### src/rtl/sinc3_dump_pkg.sv
package sinc3_dump_pkg;

    typedef enum logic [1:0] {
        ST_LOAD  = 2'd0,
        ST_INTEG = 2'd1,
        ST_DUMP  = 2'd2
    } phase_e;

    localparam logic RATIO_SHORT = 1'b0;
    localparam logic RATIO_LONG  = 1'b1;

endpackage

### src/rtl/sinc3_period_ctl.sv
module sinc3_period_ctl
    import sinc3_dump_pkg::*;
#(
    parameter int LOG2_LONG  = 10,
    parameter int LOG2_SHORT = 8
) (
    input  logic clk,
    input  logic rst_n,
    input  logic ratio_sel,
    output logic run,
    output logic dump,
    output logic ratio_q,
    output logic ready
);
    localparam int CNT_W = LOG2_LONG;
    localparam logic [CNT_W-1:0] LONG_PENULT  = CNT_W'((1 << LOG2_LONG) - 2);
    localparam logic [CNT_W-1:0] SHORT_PENULT = CNT_W'((1 << LOG2_SHORT) - 2);
    localparam logic [CNT_W-1:0] LONG_LAST    = CNT_W'((1 << LOG2_LONG) - 1);
    localparam logic [CNT_W-1:0] SHORT_LAST   = CNT_W'((1 << LOG2_SHORT) - 1);

    phase_e           state, state_nx;
    logic [CNT_W-1:0] cnt;
    logic [CNT_W-1:0] penult;
    logic [CNT_W-1:0] last_idx;

    assign penult   = (ratio_q == RATIO_LONG) ? LONG_PENULT : SHORT_PENULT;
    assign last_idx = (ratio_q == RATIO_LONG) ? LONG_LAST : SHORT_LAST;

    // state register
    always_ff @(posedge clk) begin
        if (!rst_n) state <= ST_LOAD;
        else        state <= state_nx;
    end

    // transitions
    always_comb begin
        state_nx = state;
        unique case (state)
            ST_LOAD:  state_nx = ST_INTEG;
            ST_INTEG: state_nx = (cnt == penult) ? ST_DUMP : ST_INTEG;
            ST_DUMP:  state_nx = ST_INTEG;
            default:  state_nx = ST_LOAD;
        endcase
    end

    // state-decoded outputs
    always_comb begin
        run  = 1'b0;
        dump = 1'b0;
        unique case (state)
            ST_LOAD:  begin run = 1'b0; dump = 1'b0; end
            ST_INTEG: begin run = 1'b1; dump = 1'b0; end
            ST_DUMP:  begin run = 1'b1; dump = 1'b1; end
            default:  begin run = 1'b0; dump = 1'b0; end
        endcase
    end

    // period counter, ratio sample point, strobe
    always_ff @(posedge clk) begin
        if (!rst_n) begin
            cnt     <= '0;
            ratio_q <= RATIO_LONG;
            ready   <= 1'b0;
        end else begin
            ready <= dump;
            if (!run) begin
                cnt     <= '0;
                ratio_q <= ratio_sel;
            end else if (dump) begin
                cnt     <= '0;
                ratio_q <= ratio_sel;
            end else begin
                cnt <= cnt + 1'b1;
            end
        end
    end

    AST_READY_SINGLE: assert property (@(posedge clk) disable iff (!rst_n)
        ready |=> !ready);
    AST_CNT_BOUND: assert property (@(posedge clk) disable iff (!rst_n)
        cnt <= last_idx);
    AST_RATIO_HELD: assert property (@(posedge clk) disable iff (!rst_n)
        (state == ST_INTEG) |=> $stable(ratio_q));

endmodule

### src/rtl/sinc3_acc_stage.sv
module sinc3_acc_stage #(
    parameter int W = 30
) (
    input  logic         clk,
    input  logic         rst_n,
    input  logic         run,
    input  logic         dump,
    input  logic [W-1:0] addend,
    output logic [W-1:0] acc
);
    logic [W-1:0] feedback;

    assign feedback = dump ? '0 : acc;

    always_ff @(posedge clk) begin
        if (!rst_n)   acc <= '0;
        else if (run) acc <= feedback + addend;
    end

endmodule

### src/rtl/sinc3_integ_chain.sv
module sinc3_integ_chain #(
    parameter int ORDER = 3,
    parameter int W     = 30
) (
    input  logic                    clk,
    input  logic                    rst_n,
    input  logic                    run,
    input  logic                    dump,
    input  logic                    bit_in,
    output logic [ORDER-1:0][W-1:0] acc_bus
);
    logic [ORDER-1:0][W-1:0] addend_bus;
    logic [ORDER-1:0]        dump_bus;

    for (genvar i = 0; i < ORDER; i++) begin : g_stage
        if (i == 0) begin : g_head
            assign addend_bus[i] = {{(W-1){1'b0}}, bit_in};
        end else begin : g_body
            assign addend_bus[i] = acc_bus[i-1];
        end
        if (i == ORDER - 1) begin : g_dumped
            assign dump_bus[i] = dump;
        end else begin : g_free
            assign dump_bus[i] = 1'b0;
        end
        sinc3_acc_stage #(.W(W)) u_stage (
            .clk    (clk),
            .rst_n  (rst_n),
            .run    (run),
            .dump   (dump_bus[i]),
            .addend (addend_bus[i]),
            .acc    (acc_bus[i])
        );
    end

endmodule

### src/rtl/sinc3_dump_integrator.sv
module sinc3_dump_integrator
    import sinc3_dump_pkg::*;
#(
    parameter int LOG2_R_LONG  = 10,
    parameter int LOG2_R_SHORT = 8,
    parameter int ORDER        = 3
) (
    input  logic                          clk,
    input  logic                          rst_n,
    input  logic                          bit_in,
    input  logic                          ratio_sel,
    output logic                          sample_ready,
    output logic [ORDER*LOG2_R_LONG-1:0]  sample_word
);
    localparam int ACC_W   = ORDER * LOG2_R_LONG;
    localparam int SHORT_W = ORDER * LOG2_R_SHORT;
    localparam logic [ACC_W-1:0] SHORT_MASK =
        {{(ACC_W-SHORT_W){1'b0}}, {SHORT_W{1'b1}}};

    logic                        run, dump, ratio_q;
    logic [ORDER-1:0][ACC_W-1:0] acc_bus;
    logic [ACC_W-1:0]            first_acc, prev_acc, last_acc;
    logic [ACC_W-1:0]            out_mask;

    sinc3_period_ctl #(
        .LOG2_LONG  (LOG2_R_LONG),
        .LOG2_SHORT (LOG2_R_SHORT)
    ) u_ctl (
        .clk       (clk),
        .rst_n     (rst_n),
        .ratio_sel (ratio_sel),
        .run       (run),
        .dump      (dump),
        .ratio_q   (ratio_q),
        .ready     (sample_ready)
    );

    sinc3_integ_chain #(
        .ORDER (ORDER),
        .W     (ACC_W)
    ) u_chain (
        .clk     (clk),
        .rst_n   (rst_n),
        .run     (run),
        .dump    (dump),
        .bit_in  (bit_in),
        .acc_bus (acc_bus)
    );

    assign first_acc = acc_bus[0];
    assign prev_acc  = acc_bus[ORDER-2];
    assign last_acc  = acc_bus[ORDER-1];
    assign out_mask  = (ratio_q == RATIO_LONG) ? '1 : SHORT_MASK;

    always_ff @(posedge clk) begin
        if (!rst_n)    sample_word <= '0;
        else if (dump) sample_word <= last_acc & out_mask;
    end

    AST_ACC1_STEP: assert property (@(posedge clk) disable iff (!rst_n)
        run |=> (first_acc - $past(first_acc)) <= ACC_W'(1));
    AST_DUMP_LOADS_PREV: assert property (@(posedge clk) disable iff (!rst_n)
        dump |=> last_acc == $past(prev_acc));
    AST_CAPTURE_LAST: assert property (@(posedge clk) disable iff (!rst_n)
        dump |=> sample_word == ($past(last_acc) & $past(out_mask)));
    AST_SHORT_UPPER_ZERO: assert property (@(posedge clk) disable iff (!rst_n)
        (dump && ratio_q == RATIO_SHORT) |=> sample_word[ACC_W-1:SHORT_W] == '0);
    AST_WORD_HOLDS: assert property (@(posedge clk) disable iff (!rst_n)
        !dump |=> $stable(sample_word));

endmodule

### config.mk
export PLATFORM = sky130hd
export DESIGN_NAME = sinc3_dump_integrator
export DESIGN_NICKNAME = d
export VERILOG_FILES = /design/src/rtl/sinc3_dump_pkg.sv /design/src/rtl/sinc3_period_ctl.sv /design/src/rtl/sinc3_acc_stage.sv /design/src/rtl/sinc3_integ_chain.sv /design/src/rtl/sinc3_dump_integrator.sv
export SDC_FILE = /design/constraint.sdc
export NUM_CORES = 1
export LEC_CHECK = 0
export BUFFER_PORTS_ARGS = -buffer_cell sky130_fd_sc_hd__buf_2
export CAP_MARGIN = 0
export CORE_MARGIN = 2
export CORE_UTILIZATION = 31
export CTS_BUF_LIST = sky130_fd_sc_hd__clkbuf_8
export DETAILED_ROUTE_END_ITERATION = 8
export GPL_TIMING_DRIVEN = 0
export PLACE_DENSITY = 0.48
export SYNTH_ARGS = -nofsm -noshare
export SYNTH_HDL_FRONTEND = slang
export SYNTH_SLANG_ARGS = --single-unit
### constraint.sdc
create_clock -name clk -period 9.5 [get_ports clk]
set_input_delay 0.475 -clock clk [delete_from_list [all_inputs] [get_ports clk]]
set_output_delay 0.475 -clock clk [all_outputs]
set_load 0.05 [all_outputs]
## Word-level counts from Yosys, hierarchy flattened

Index checks and enable logic that the tools add are counted.

- Bitwise gates (word level): 3
- Reduce and logical (&&, ||, !) cells: 4
- Multiplexer cells: 9
- Equality and inequality tests: 4
- Add/sub/neg operators: 4

Operators by type and width:

| kind | number |
|---|---|
| 30-bit adder | 2 |
| 30-bit two-way mux | 2 |
| 30-bit by 1-bit adder with 30-bit output | 1 |
| 30-bit bitwise AND | 1 |
| 10-bit by 1-bit adder with 10-bit output, second input constant | 1 |
| 10-bit equality test | 1 |
| 10-bit two-way mux | 1 |
| 1-bit two-way mux | 4 |
| 2-bit one-hot mux with 2 select lines | 1 |
| 2-bit OR reduction | 2 |
| 3-bit OR reduction | 1 |
| 2-bit by 1-bit equality test with 1-bit output, second input constant | 1 |
| 2-bit equality test, second input constant | 1 |
| 2-bit logical NOT | 1 |
| 2-bit two-way mux | 1 |
| 2-bit by 1-bit != test with 1-bit output, second input constant | 1 |
| 1-bit inverter | 2 |

- Bits in registers: 134
- Input port bits: 4
- Logic and storage cells: 32
- Output and inout port bits: 31

## Longest topological paths before layout

Gate-level depths: netlist (run 1).

- Word-level depth: 5
- Mapped depth: 19
- Mapped depth without buffers: 16

## By module

Synthesis (run 1) repeated with hierarchy kept, for this count alone.

- Cell total of the unflattened synthesis: 1294
- Area total of the unflattened synthesis: 10478.8 sq um

Modules (own cells, without submodules):

| module | times used | cells each | seq. area each (sq um) | area each (sq um) |
|---|---|---|---|---|
| sinc3_acc_stage (u_chain.g_stage[0].u_stage ...) | 2 | 385 | 600.6 | 2916.5 |
| sinc3_acc_stage (u_chain.g_stage[2].u_stage) | 1 | 348 | 600.6 | 2816.5 |
| sinc3_dump_integrator | 1 | 104 | 600.6 | 1171.1 |
| sinc3_period_ctl | 1 | 71 | 280.3 | 654.4 |
| sinc3_integ_chain | 1 | 1 | 0.0 | 3.8 |

## Worst setup path before layout (run 1)

OpenSTA, ideal clock, no wires.

- Path kind: register to register
- Start point: reg u_ctl.state[0]
- End point: reg u_chain.g_stage[2].u_stage.acc[18]
- Buffers on the path: 3
- Data arrival time: 3.502 ns
- Data required time: 9.378 ns
- Clock period less this slack: 3.624 ns
- Setup slack: 5.876 ns
- Library setup time: 0.122 ns
- Cell stages (with the launch flop): 20
- Cell sequence: dfxtp_1 > inv_1 > ha_1 > clkbuf_1 > clkbuf_1 > clkbuf_1 > nor2b_1 > ha_1 > inv_1 > fa_1 > nor2b_1 > o21ai_1 > a21oi_1 > o41ai_2 > a21oi_1 > a31oi_1 > o21ai_0 > a21oi_1 > and4_1 > a311o_1

- Cells in the longest elaborated chain, start to end: 4
- Elaborated cells between the ends (all ways): 7
- Those cells by class: add/sub: 1; eq/ne: 2; mux: 3; reduce/logical: 1

Ends and longest elaborated chain:

| what | line | RTL |
|---|---|---|
| start: declaration | sinc3_period_ctl.sv:21 | `phase_e state, state_nx;` |
| start signal: assignment | sinc3_period_ctl.sv:32 | `else state <= state_nx;` |
| 2-bit equality test | sinc3_period_ctl.sv:50 | `unique case (state)` |
| 1-bit two-way mux | sinc3_period_ctl.sv:50 |  |
| net dump | sinc3_dump_integrator.sv:20 | `logic run, dump, ratio_q;` |
| 30-bit two-way mux | sinc3_acc_stage.sv:13 | `assign feedback = dump ? '0 : acc;` |
| 30-bit adder | sinc3_acc_stage.sv:17 | `else if (run) acc <= feedback + addend;` |
| end signal: assignment | sinc3_acc_stage.sv:17 |  |
| end: declaration | sinc3_acc_stage.sv:9 | `output logic [W-1:0] acc` |

The timed path passes the listed nets, and every way through them passes these cells.
A chain may end at the register's enable or synchronous reset.

## Worst setup path in the final report (run 1)

- Start point: reg u_ctl.state[0]
- End point: reg u_chain.g_stage[2].u_stage.acc[22]

Same word-level chain as after synthesis.

==> flow_metrics.env, run 1 <==
export IMPL_status="finished clean"
export IMPL_cts_resized=0
export IMPL_synthAdderAreaFrac_pct=10.6
export IMPL_hp_class="primary input to register"
export IMPL_netlist_area_um2=8190
export IMPL_cp_required_ns=9.89
export IMPL_final_common_cell="dfxtp_1"
export IMPL_register_area_um2=2680
export IMPL_endpoint_kind="register"
export IMPL_place_inst=1321
export IMPL_cp_max_fo=10
export IMPL_timing_setup_tns_ns=0
export IMPL_worst_slack_ns=4.86
export IMPL_area_delta_synth_final_pct=12.0
export IMPL_synth_cell_types=70
export IMPL_grt_pass1_wl_um=34800
export IMPL_pre_cts_ws_ns=4.83
export IMPL_fin_worst_skew_ns=0.0203
export IMPL_crit_arrival_ns=5.03
export IMPL_antenna_cells=0
export IMPL_synth_nets=1025
export IMPL_grt_total_usage_pct=15.6
export IMPL_drtIter0Drc=450
export IMPL_dr_total_vias=6670
export IMPL_buffer_ports_inserted=33
export IMPL_vias_per_cell=4.93
export IMPL_synth_edff_count=0
export IMPL_grt_pass1_vias=6369
export IMPL_ys_warn_count=0
export IMPL_synth_xor_area_share_pct=7.38
export IMPL_rows=59
export IMPL_multi_input_area_um2=5210
export IMPL_final_cell_mix="dfxtp_1, nor2_1, ha_1"
export IMPL_crit_type="register to register"
export IMPL_cts_made_buffers=17
export IMPL_syn_area_per_cell_um2=8.59
export IMPL_synthMuxAreaShare_pct=7.70
export IMPL_cts_hold_buf=0
export IMPL_drcViolationCount=0
export IMPL_antenna_left=0
export IMPL_wl_um=21300
export IMPL_path_clk_slew_ns=0.09
export IMPL_nNetsFinal=1077
export IMPL_place_area_um2=8770
export IMPL_synth_top_family_by_area="simple AND/OR/NAND/NOR gates"
export IMPL_period_minus_slack_ns=4.64
export IMPL_leakage_nw=3.81
export IMPL_rsz0062_at_grt="false"
export IMPL_final_max_slew_viol_count=0
export IMPL_start_util_pct=31.5
export IMPL_place_gp_congestion=0.819
export IMPL_grt_max_degree=17
export IMPL_post_cts_repair_setup_buffers=0
export IMPL_num_io_pins=35
export IMPL_hold_viol_final=0
export IMPL_synth_compound_area_share_pct=16.9
export IMPL_fill_cells=2739
export IMPL_hold_depth=3
export IMPL_max_cap_viol_count=0
export IMPL_die_y_um=167
export IMPL_layout_cells_non_filler=1353
export IMPL_routedWlPerCell_um=15.7
export IMPL_period_share_pct=48.8
export IMPL_synth_cells=953
export IMPL_cts_tree="yes"
export IMPL_ir_worst_vdd_v=0.0000809
export IMPL_die_area_um2=27700
export IMPL_ys_ff_latch=134
export IMPL_ys_flop_type="dfxtp_1"
export IMPL_final_area_um2=9170
export IMPL_cts_sinks=134
export IMPL_die_w_um=167
export IMPL_fmax_mhz=216
export IMPL_synth_async_reset_ratio_pct=0
export IMPL_synth_simple_gate_area_share_pct=21.1
export IMPL_grt_overflow_total=0
export IMPL_cts_root_buf="clkbuf_8"
export IMPL_clock_latency_ns=0.46
export IMPL_tightestPinTransition_ns=0.998
export IMPL_antenna_found_initial=0
export IMPL_dp_hpwl_um=15900
export IMPL_finalPower_mw=1.14
export IMPL_setup_viol=0
export IMPL_core_um2=26000
export IMPL_final_layout_size_suffix_gt1_share_pct=9.23
export IMPL_dr_pass1_iters=7
export IMPL_critPathLaunchType="register"
export IMPL_cts_buffer_depth=2
export IMPL_r2r_cells=19
export IMPL_slew_limit_headroom_pct=33.5
export IMPL_p_per_area_nw_per_um2=125
export IMPL_htree_levels=4
export IMPL_synth_seq_area_share_pct=32.8
[synth_stat cells, types with 22 or more instances]
library cell	count	area share, %
dfxtp_1	134	33
nor2_1	124	5.7
ha_1	66	10
a21oi_1	65	4.0
mux2i_1	63	7.7
nor2b_1	52	4.0
nand2_1	49	2.2
o21ai_0	41	2.5
nand3_1	35	2.1
xnor2_1	35	3.7
xor2_1	34	3.6
clkbuf_1	27	1.2
inv_1	22	1.0
[final timing paths]
kind | startpoint | endpoint | slack, ns
setup / recovery | u_ctl.state[0] | u_chain.g_stage[2].u_stage.acc[22] | 4.86
hold reg to reg | sample_word[29] | sample_word[29] | 0.47
setup reg to reg | u_ctl.state[0] | u_chain.g_stage[2].u_stage.acc[22] | 4.86
hold / removal | ratio_sel | u_ctl.ratio_q | 0.25
[metal layers]
metal / vias to the layer above / wire, µm / track usage (%)
met5: - / 0 / 0
met4: 0 / 148 / 3.64
met3: 10 / 602 / 2.31
met2: 97 / 9300 / 24.1
met1: 3059 / 11200 / 22.9
li1: 3504 / - / -
[metrics by stage]
step / hold WS, ns / util (%)
floorplan: 0.437 / -
global placement: 0.457 / 33.8
detailed placement: 0.463 / 33.8
CTS: 0.222 / 35.3
global route: 0.237 / 35.3
finish: 0.245 / 35.3
[cell type report]
class	count	area share [%]
clock inverter	14	1.66
inverter	23	0.941
tap	335	4.57
multi-input combinational	755	56.8
buffer	41	2.28
clock buffer	18	2.70
sequential	134	29.2
timing repair buffer	33	1.80
[kinds of logic after synthesis]
group / Yosys count
AO/OA/AOI/OAI: 208
XOR/XNOR: 69
adder cells (fa/ha/maj): 68
buffers and inverters: 64
flip-flops: 134
multiplexers: 63
AND/OR/NAND/NOR: 347
[sequential cells by signal, indices dropped and copies added, names as in the netlist]
register	flops
u_ctl.ready	1
sample_word	30
u_ctl.state	2
u_ctl.cnt	10
u_chain.g_stage.u_stage.acc	90
u_ctl.ratio_q	1
[power breakdown]
| part | switching [mW] | internal (mW) | total [mW] |
|---|---|---|---|
| registers | 0.00635 | 0.567 | 0.573 |
| logic | 0.0486 | 0.0265 | 0.0751 |
| clock network | 0.252 | 0.242 | 0.494 |
[critical path, stage by stage (launching register included)]
cell      delay (ns)
dfxtp_1         0.34
inv_1           0.08
ha_1            0.14
clkbuf_1        0.29
clkbuf_1        0.49
clkbuf_1        0.52
nor2b_1         0.10
ha_1            0.25
inv_1           0.08
fa_1            0.17
nor2b_1         0.06
o21ai_1         0.15
a21oi_1         0.13
o41ai_2         0.36
a21oi_1         0.23
a31oi_1         0.32
o21ai_0         0.18
and4_1          0.24
or3_1           0.36
nand3_1         0.08
(Power assumes the default switching activity.)
==> inputs of run 2 (changes only) <==
Settings changed: ABC_AREA set to 1, PLACE_DENSITY 0.48 to 0.49.
Clock period 9.5 ns to 3.8 ns, I/O delays scaled along.
==> run 2 against run 1 <==
  * Maximum frequency grew 36%
  * Power grew to 2.9 times the previous value
  * Combinational power grew to 7.6 times the previous value
  * First-iteration DRC count grew 38%
  * Count of clock-buffer cells in the layout grew 1
  * Non-clock buffer count shrank 3
  * Clock power grew to 2.6 times the previous value
  * Critical path depth shrank 1
  * Die area grew 20%
  * Critical path type unchanged
==> flow_metrics.env, run 2 <==
export IMPL_htree_levels=4
export IMPL_synth_nets=1730
export IMPL_synth_async_reset_ratio_pct=0
export IMPL_cts_resized=0
export IMPL_grt_total_usage_pct=20.3
export IMPL_tightestPinTransition_ns=1.06
export IMPL_max_cap_viol_count=0
export IMPL_cp_max_fo=10
export IMPL_wl_um=32500
export IMPL_synth_edff_count=0
export IMPL_syn_area_per_cell_um2=5.95
export IMPL_timing_setup_tns_ns=0
export IMPL_ys_top_cells_by_area="dfxtp_1, nand2_1, inv_1, ha_1, nor2_1"
export IMPL_dr_pass1_iters=5
export IMPL_grt_max_degree=17
export IMPL_antenna_cells=0
export IMPL_buffer_ports_inserted=34
export IMPL_endpoint_kind="register"
export IMPL_grt_met3_usage_pct=3.73
export IMPL_dp_hpwl_um=26200
export IMPL_period_share_pct=89.7
export IMPL_fill_cells=3545
export IMPL_path_clk_slew_ns=0.08
export IMPL_leakage_nw=6.04
export IMPL_layout_cells_non_filler=2126
export IMPL_regMostFlops="u_chain.g_stage.u_stage.acc"
export IMPL_cp_required_ns=4.17
export IMPL_synth_simple_gate_area_share_pct=36.5
export IMPL_drcViolationCount=0
export IMPL_hp_class="primary input to register"
export IMPL_synthMostInstantiatedCell="nand2_1"
export IMPL_die_w_um=182
export IMPL_synth_top_family_by_area="simple AND/OR/NAND/NOR gates"
export IMPL_critPathLaunchType="register"
export IMPL_crit_arrival_ns=3.78
export IMPL_nNetsFinal=1784
export IMPL_reg_largest_list="u_chain.g_stage.u_stage.acc: 90 flops, sample_word: 30 flops, u_ctl.cnt: 10 flops"
export IMPL_final_layout_size_suffix_gt1_share_pct=5.92
export IMPL_routedWlPerCell_um=15.3
export IMPL_cts_sinks=134
export IMPL_area_delta_synth_final_pct=11.0
export IMPL_synth_compound_area_share_pct=11.0
export IMPL_hold_viol_final=0
export IMPL_grt_busiest_layer="met2"
export IMPL_slew_limit_headroom_pct=29.2
export IMPL_synth_cells=1658
export IMPL_grt_pass1_vias=9275
export IMPL_core_um2=31500
export IMPL_rsz0062_at_grt="false"
export IMPL_post_cts_repair_setup_buffers=0
export IMPL_synth_seq_area_share_pct=27.2
export IMPL_ir_worst_vdd_v=0.000186
export IMPL_ys_flop_type="dfxtp_1"
export IMPL_synth_xor_area_share_pct=3.20
export IMPL_fin_worst_skew_ns=0.0146
export IMPL_final_common_cell="nand2_1"
export IMPL_largest_reg_flops=90
export IMPL_synth_top_area_cell="dfxtp_1"
export IMPL_dr_total_vias=9856
export IMPL_start_util_pct=31.3
export IMPL_die_y_um=182
export IMPL_status="finished clean"
export IMPL_antenna_found_initial=0
export IMPL_met1_usage_pct=28.0
export IMPL_drtIter0Drc=622
export IMPL_cts_buffer_depth=2
export IMPL_crit_type="register to register"
export IMPL_antenna_left=0
export IMPL_p_per_area_nw_per_um2=307
export IMPL_place_inst=2094
export IMPL_final_max_slew_viol_count=0
export IMPL_synth_cell_types=40
export IMPL_period_minus_slack_ns=3.41
export IMPL_fmax_mhz=293
export IMPL_place_gp_congestion=0.948
export IMPL_netlist_area_um2=9860
export IMPL_die_area_um2=33300
export IMPL_reg2reg_slack_ns=0.39
export IMPL_grt_pass1_wl_um=51500
export IMPL_cts_root_buf="clkbuf_8"
export IMPL_final_cell_mix="nand2_1, inv_1, nor2_1"
export IMPL_cts_made_buffers=17
export IMPL_ys_warn_count=0
export IMPL_cts_tree="yes"
export IMPL_synthMuxAreaShare_pct=0
export IMPL_synthAdderAreaFrac_pct=8.78
export IMPL_grt_overflow_total=0
export IMPL_vias_per_cell=4.64
export IMPL_synthDominantCellAreaShare_pct=27.2
export IMPL_num_io_pins=35
export IMPL_rows=65
export IMPL_grt_met2_usage_pct=32.4
export IMPL_synthTopCellsByCount="nand2_1, inv_1, nor2_1"
export IMPL_setup_viol=0
export IMPL_clock_latency_ns=0.47
export IMPL_ys_ff_latch=134
run 2: repair_timing:
action | 4_1_cts | 5_1_grt
hold buffers | 1 | 0
hold endpoints to repair | 1 | 0
setup endpoints to repair | 0 | 0
run 2: worst max-delay path, cell delays in order, from the launching register on:
cell and delay [ns]:
dfxtp_1 0.36, inv_1 0.07, ha_1 0.22, buf_2 0.23, buf_1 0.32, nor2_1 0.19, ha_1 0.25, inv_1 0.07
fa_1 0.42, inv_1 0.10, nand3_1 0.07, nand3_1 0.20, nand2_1 0.11, nand2_1 0.16, nand2_1 0.12, nand4_1 0.11
nand3_1 0.15, nand2_1 0.11, inv_1 0.04
run 2: final timing paths:
path,startpoint,end,cells after the start
max,u_ctl.state[0],u_chain.g_stage[2].u_stage.acc[22],18
max reg2reg,u_ctl.state[0],u_chain.g_stage[2].u_stage.acc[22],18
min,bit_in,u_chain.g_stage[0].u_stage.acc[0],4
min reg2reg,u_ctl.cnt[0],u_ctl.cnt[0],1
run 2: layer usage:
metal,routed length [µm],share of wire (%),vias to the layer above
li1,-,-,5250
met1,16200,50,4406
met2,14100,43,174
met3,1580,4.9,26
met4,622,1.9,0
met5,0,0,-
run 2: final cells by class:
cell class / instances / area [µm²] / area share [%]
Clock inverter: 12 / 138 / 1.26
Sequential cell: 134 / 2680 / 24.5
Buffer: 36 / 143 / 1.30
Inverter: 311 / 1170 / 10.7
Timing Repair Buffer: 35 / 180 / 1.65
Multi-Input combinational cell: 1177 / 5870 / 53.6
Tap cell: 402 / 503 / 4.60
Clock buffer: 19 / 262 / 2.39
run 2: where the power goes:
group          leakage, nW  switching, mW  internal, mW  total (mW)
clock                0.215          0.609         0.669        1.28
sequential            1.09         0.0511          1.46        1.51
combinational         4.73          0.388         0.186       0.574
run 2: through the flow:
| step | hold slack [ns] | util (%) | setup WS (ns) | total power [mW] | instance area (µm²) |
|---|---|---|---|---|---|
| floorplan | 0.303 | - | 1.23 | 1.94 | 9860 |
| global placement | 0.423 | 33.5 | 0.418 | 2.12 | 10500 |
| detailed placement | 0.425 | 33.5 | 0.417 | 2.12 | 10500 |
| CTS | 0.0886 | 34.8 | 0.388 | 3.41 | 10900 |
| global route | 0.124 | 34.8 | 0.0458 | 3.56 | 10900 |
| finish | 0.107 | 34.8 | 0.390 | 3.37 | 10900 |
run 2: cells by family after synthesis:
group           Yosys count
compound gates          209
xor+xnor                 36
buf+inv                 347
simple gates            864
fa+ha+maj                68
flops                   134
==> inputs of run 3 (changes only) <==
Settings changed: SYNTH_HIERARCHICAL set to 1.
==> run 3 against run 2 <==
  * Area after synthesis is 26% higher
  * Clock power is 9% lower
  * Sequential share of layout area is 5.0 points lower
  * Register-to-register slack worse by 0.11 ns
  * Sequential cell count stayed put
  * Count of clock-buffer cells in the layout is 2 lower
  * Critical endpoint is now u_chain/g_stage[2].u_stage/acc[24]
  * Largest power group unchanged
  * Highest routed layer unchanged
==> flow_metrics.env, run 3 <==
export IMPL_status="finished clean"
export IMPL_final_max_slew_viol_count=0
export IMPL_drcViolationCount=0
export IMPL_final_cell_mix="nand2_1, inv_1, nor2_1"
export IMPL_slowest_stage="clkbuf_1"
export IMPL_hold_depth=4
export IMPL_p_per_area_nw_per_um2=287
export IMPL_final_layout_size_suffix_gt1_share_pct=8.32
export IMPL_leakage_nw=8.19
export IMPL_synth_async_reset_ratio_pct=0
export IMPL_routedWlPerCell_um=13.1
export IMPL_rows=73
export IMPL_ys_ff_latch=134
export IMPL_cp_common_cell="nand2_1"
export IMPL_tightestPinTransition_ns=0.599
export IMPL_htree_levels=4
export IMPL_grt_overflow_total=0
export IMPL_hold_viol_final=0
export IMPL_regMostFlops="u_chain/g_stage.u_stage/acc"
export IMPL_wl_um=36700
export IMPL_clock_latency_ns=0.47
export IMPL_die_y_um=204
export IMPL_ys_top_cells_by_area="dfxtp_1, nand2_1, inv_1, ha_1, nor2_1"
export IMPL_synth_seq_area_share_pct=21.6
export IMPL_max_cap_viol_count=0
export IMPL_synth_cell_types=36
export IMPL_cp_required_ns=4.17
export IMPL_antenna_found_initial=0
export IMPL_synth_edff_count=0
export IMPL_place_area_um2=13400
export IMPL_hp_class="primary input to register"
export IMPL_netlist_area_um2=12400
export IMPL_rsz0062_at_grt="false"
export IMPL_endpoint_kind="register"
export IMPL_fmax_mhz=284
export IMPL_final_area_um2=13800
export IMPL_dp_hpwl_um=31600
export IMPL_buffer_ports_inserted=34
export IMPL_period_minus_slack_ns=3.52
export IMPL_grt_max_degree=22
export IMPL_cts_tree="yes"
export IMPL_die_area_um2=41700
export IMPL_critPathLaunchType="register"
export IMPL_ir_worst_vdd_v=0.000218
export IMPL_synth_top_area_cell="dfxtp_1"
export IMPL_drtIter0Drc=621
export IMPL_antenna_left=0
export IMPL_cts_root_buf="clkbuf_8"
export IMPL_crit_type="register to register"
export IMPL_fill_cells=4560
export IMPL_crit_chain="inv_1, ha_2, clkbuf_1, clkbuf_1, nor2_1, ha_1, inv_1, fa_1, inv_1, nand3_1, nand3_2, nand2_1, nand2_1, nand2_1, nand3_1, nand2_1, nand3_1, nand2_1, inv_1"
export IMPL_start_util_pct=31.4
export IMPL_reg_largest_list="u_chain/g_stage.u_stage/acc: 90 flops, sample_word: 30 flops, u_ctl/cnt: 10 flops"
export IMPL_synthDominantCellAreaShare_pct=21.6
export IMPL_final_common_cell="nand2_1"
export IMPL_grt_pass1_wl_um=59200
export IMPL_area_delta_synth_final_pct=10.7
export IMPL_vias_per_cell=4.39
export IMPL_dr_pass1_iters=5
export IMPL_nNetsFinal=2358
export IMPL_synthMostInstantiatedCell="nand2_1"
export IMPL_dr_total_vias=12300
export IMPL_slew_limit_headroom_pct=60.1
export IMPL_ys_flop_type="dfxtp_1"
export IMPL_fin_worst_skew_ns=0.0181
export IMPL_synth_cells=2171
export IMPL_antenna_cells=0
export IMPL_r2r_cells=19
export IMPL_timing_setup_tns_ns=0
export IMPL_cp_max_fo=10
export IMPL_ys_warn_count=6
export IMPL_grt_total_usage_pct=18.1
export IMPL_period_share_pct=92.6
export IMPL_synthTopCellsByCount="nand2_1, inv_1, nor2_1"
export IMPL_setup_viol=0
export IMPL_cts_sinks=134
export IMPL_cts_buffer_depth=2
export IMPL_place_gp_congestion=0.865
export IMPL_core_um2=39600
export IMPL_cts_made_buffers=17
export IMPL_largest_reg_flops=90
export IMPL_syn_area_per_cell_um2=5.73
export IMPL_path_clk_slew_ns=0.10
export IMPL_post_cts_repair_setup_buffers=0
export IMPL_die_w_um=204
export IMPL_slowest_delay_ns=0.44
export IMPL_grt_pass1_vias=11700
export IMPL_crit_arrival_ns=3.89
export IMPL_num_io_pins=35
-- run 3: logic make-up after synthesis --
group,after synthesis,share of synthesized area [%]
and+or+nand+nor,1106,37.8
AOI/OAI and AO/OA,263,11.4
DFF,134,21.6
buffers and inverters,531,16.5
other,1,0.0302
xor gates and xnor gates,40,2.82
adders and majority gates,96,9.84
-- run 3: routing by layer --
metal	up-vias	global-route usage, %	part of all wire (%)
met1	5303	22.7	47
li1	6744	-	-
met4	0	5.07	1.9
met3	38	2.09	2.8
met5	-	0	0
met2	198	32.6	49
-- run 3: cell type report --
class	count	area, µm²	area share [%]
Buffer	41	210	1.53
Clock buffer	17	234	1.70
Clock inverter	15	138	1.00
Inverter	490	1840	13.4
Multi-Input combinational cell	1539	7830	56.9
Sequential cell	134	2680	19.5
Tap cell	525	657	4.77
Timing Repair Buffer	35	180	1.31
-- run 3: metrics by stage --
step / hold WS, ns / cells / setup slack [ns] / util, % / power [mW]
6_report: 0.152 / 2796 / 0.281 / 34.7 / 3.96
3_3_place_gp: 0.408 / 2763 / 0.196 / 33.8 / 2.80
4_1_cts: 0.137 / 2796 / 0.124 / 34.7 / 3.98
5_1_grt: 0.183 / 2796 / 0.0767 / 34.7 / 4.26
2_1_floorplan: 0.274 / 2204 / 1.06 / - / 2.50
3_5_place_dp: 0.410 / 2763 / 0.143 / 33.8 / 2.80
-- run 3: critical path: cells and delay by family (launching register included) --
family | cells | cell delay (ns)
and+or+nand+nor | 10 | 1.10
buffers and inverters | 6 | 1.14
DFF | 1 | 0.34
adders and majority gates | 3 | 0.84
-- run 3: final timing paths --
check,startpoint,endpoint,slack [ns]
min,bit_in,u_chain/g_stage[0].u_stage/acc[0],0.15
min reg2reg,u_ctl/cnt[0],u_ctl/cnt[0],0.47
max reg2reg,u_ctl/state[0],u_chain/g_stage[2].u_stage/acc[24],0.28
max,u_ctl/state[0],u_chain/g_stage[2].u_stage/acc[24],0.28
-- run 3: power breakdown --
group          total, mW  switching [mW]  internal, mW
sequential          1.58          0.0729          1.50
clock               1.16           0.679         0.481
combinational       1.22           0.817         0.403
total               3.96            1.57          2.39
-- run 3: repair_timing --
action,4_1_cts,5_1_grt
hold endpoints to repair,1,0
setup endpoints to repair,0,4
resized for setup,0,1
hold buffers,1,0
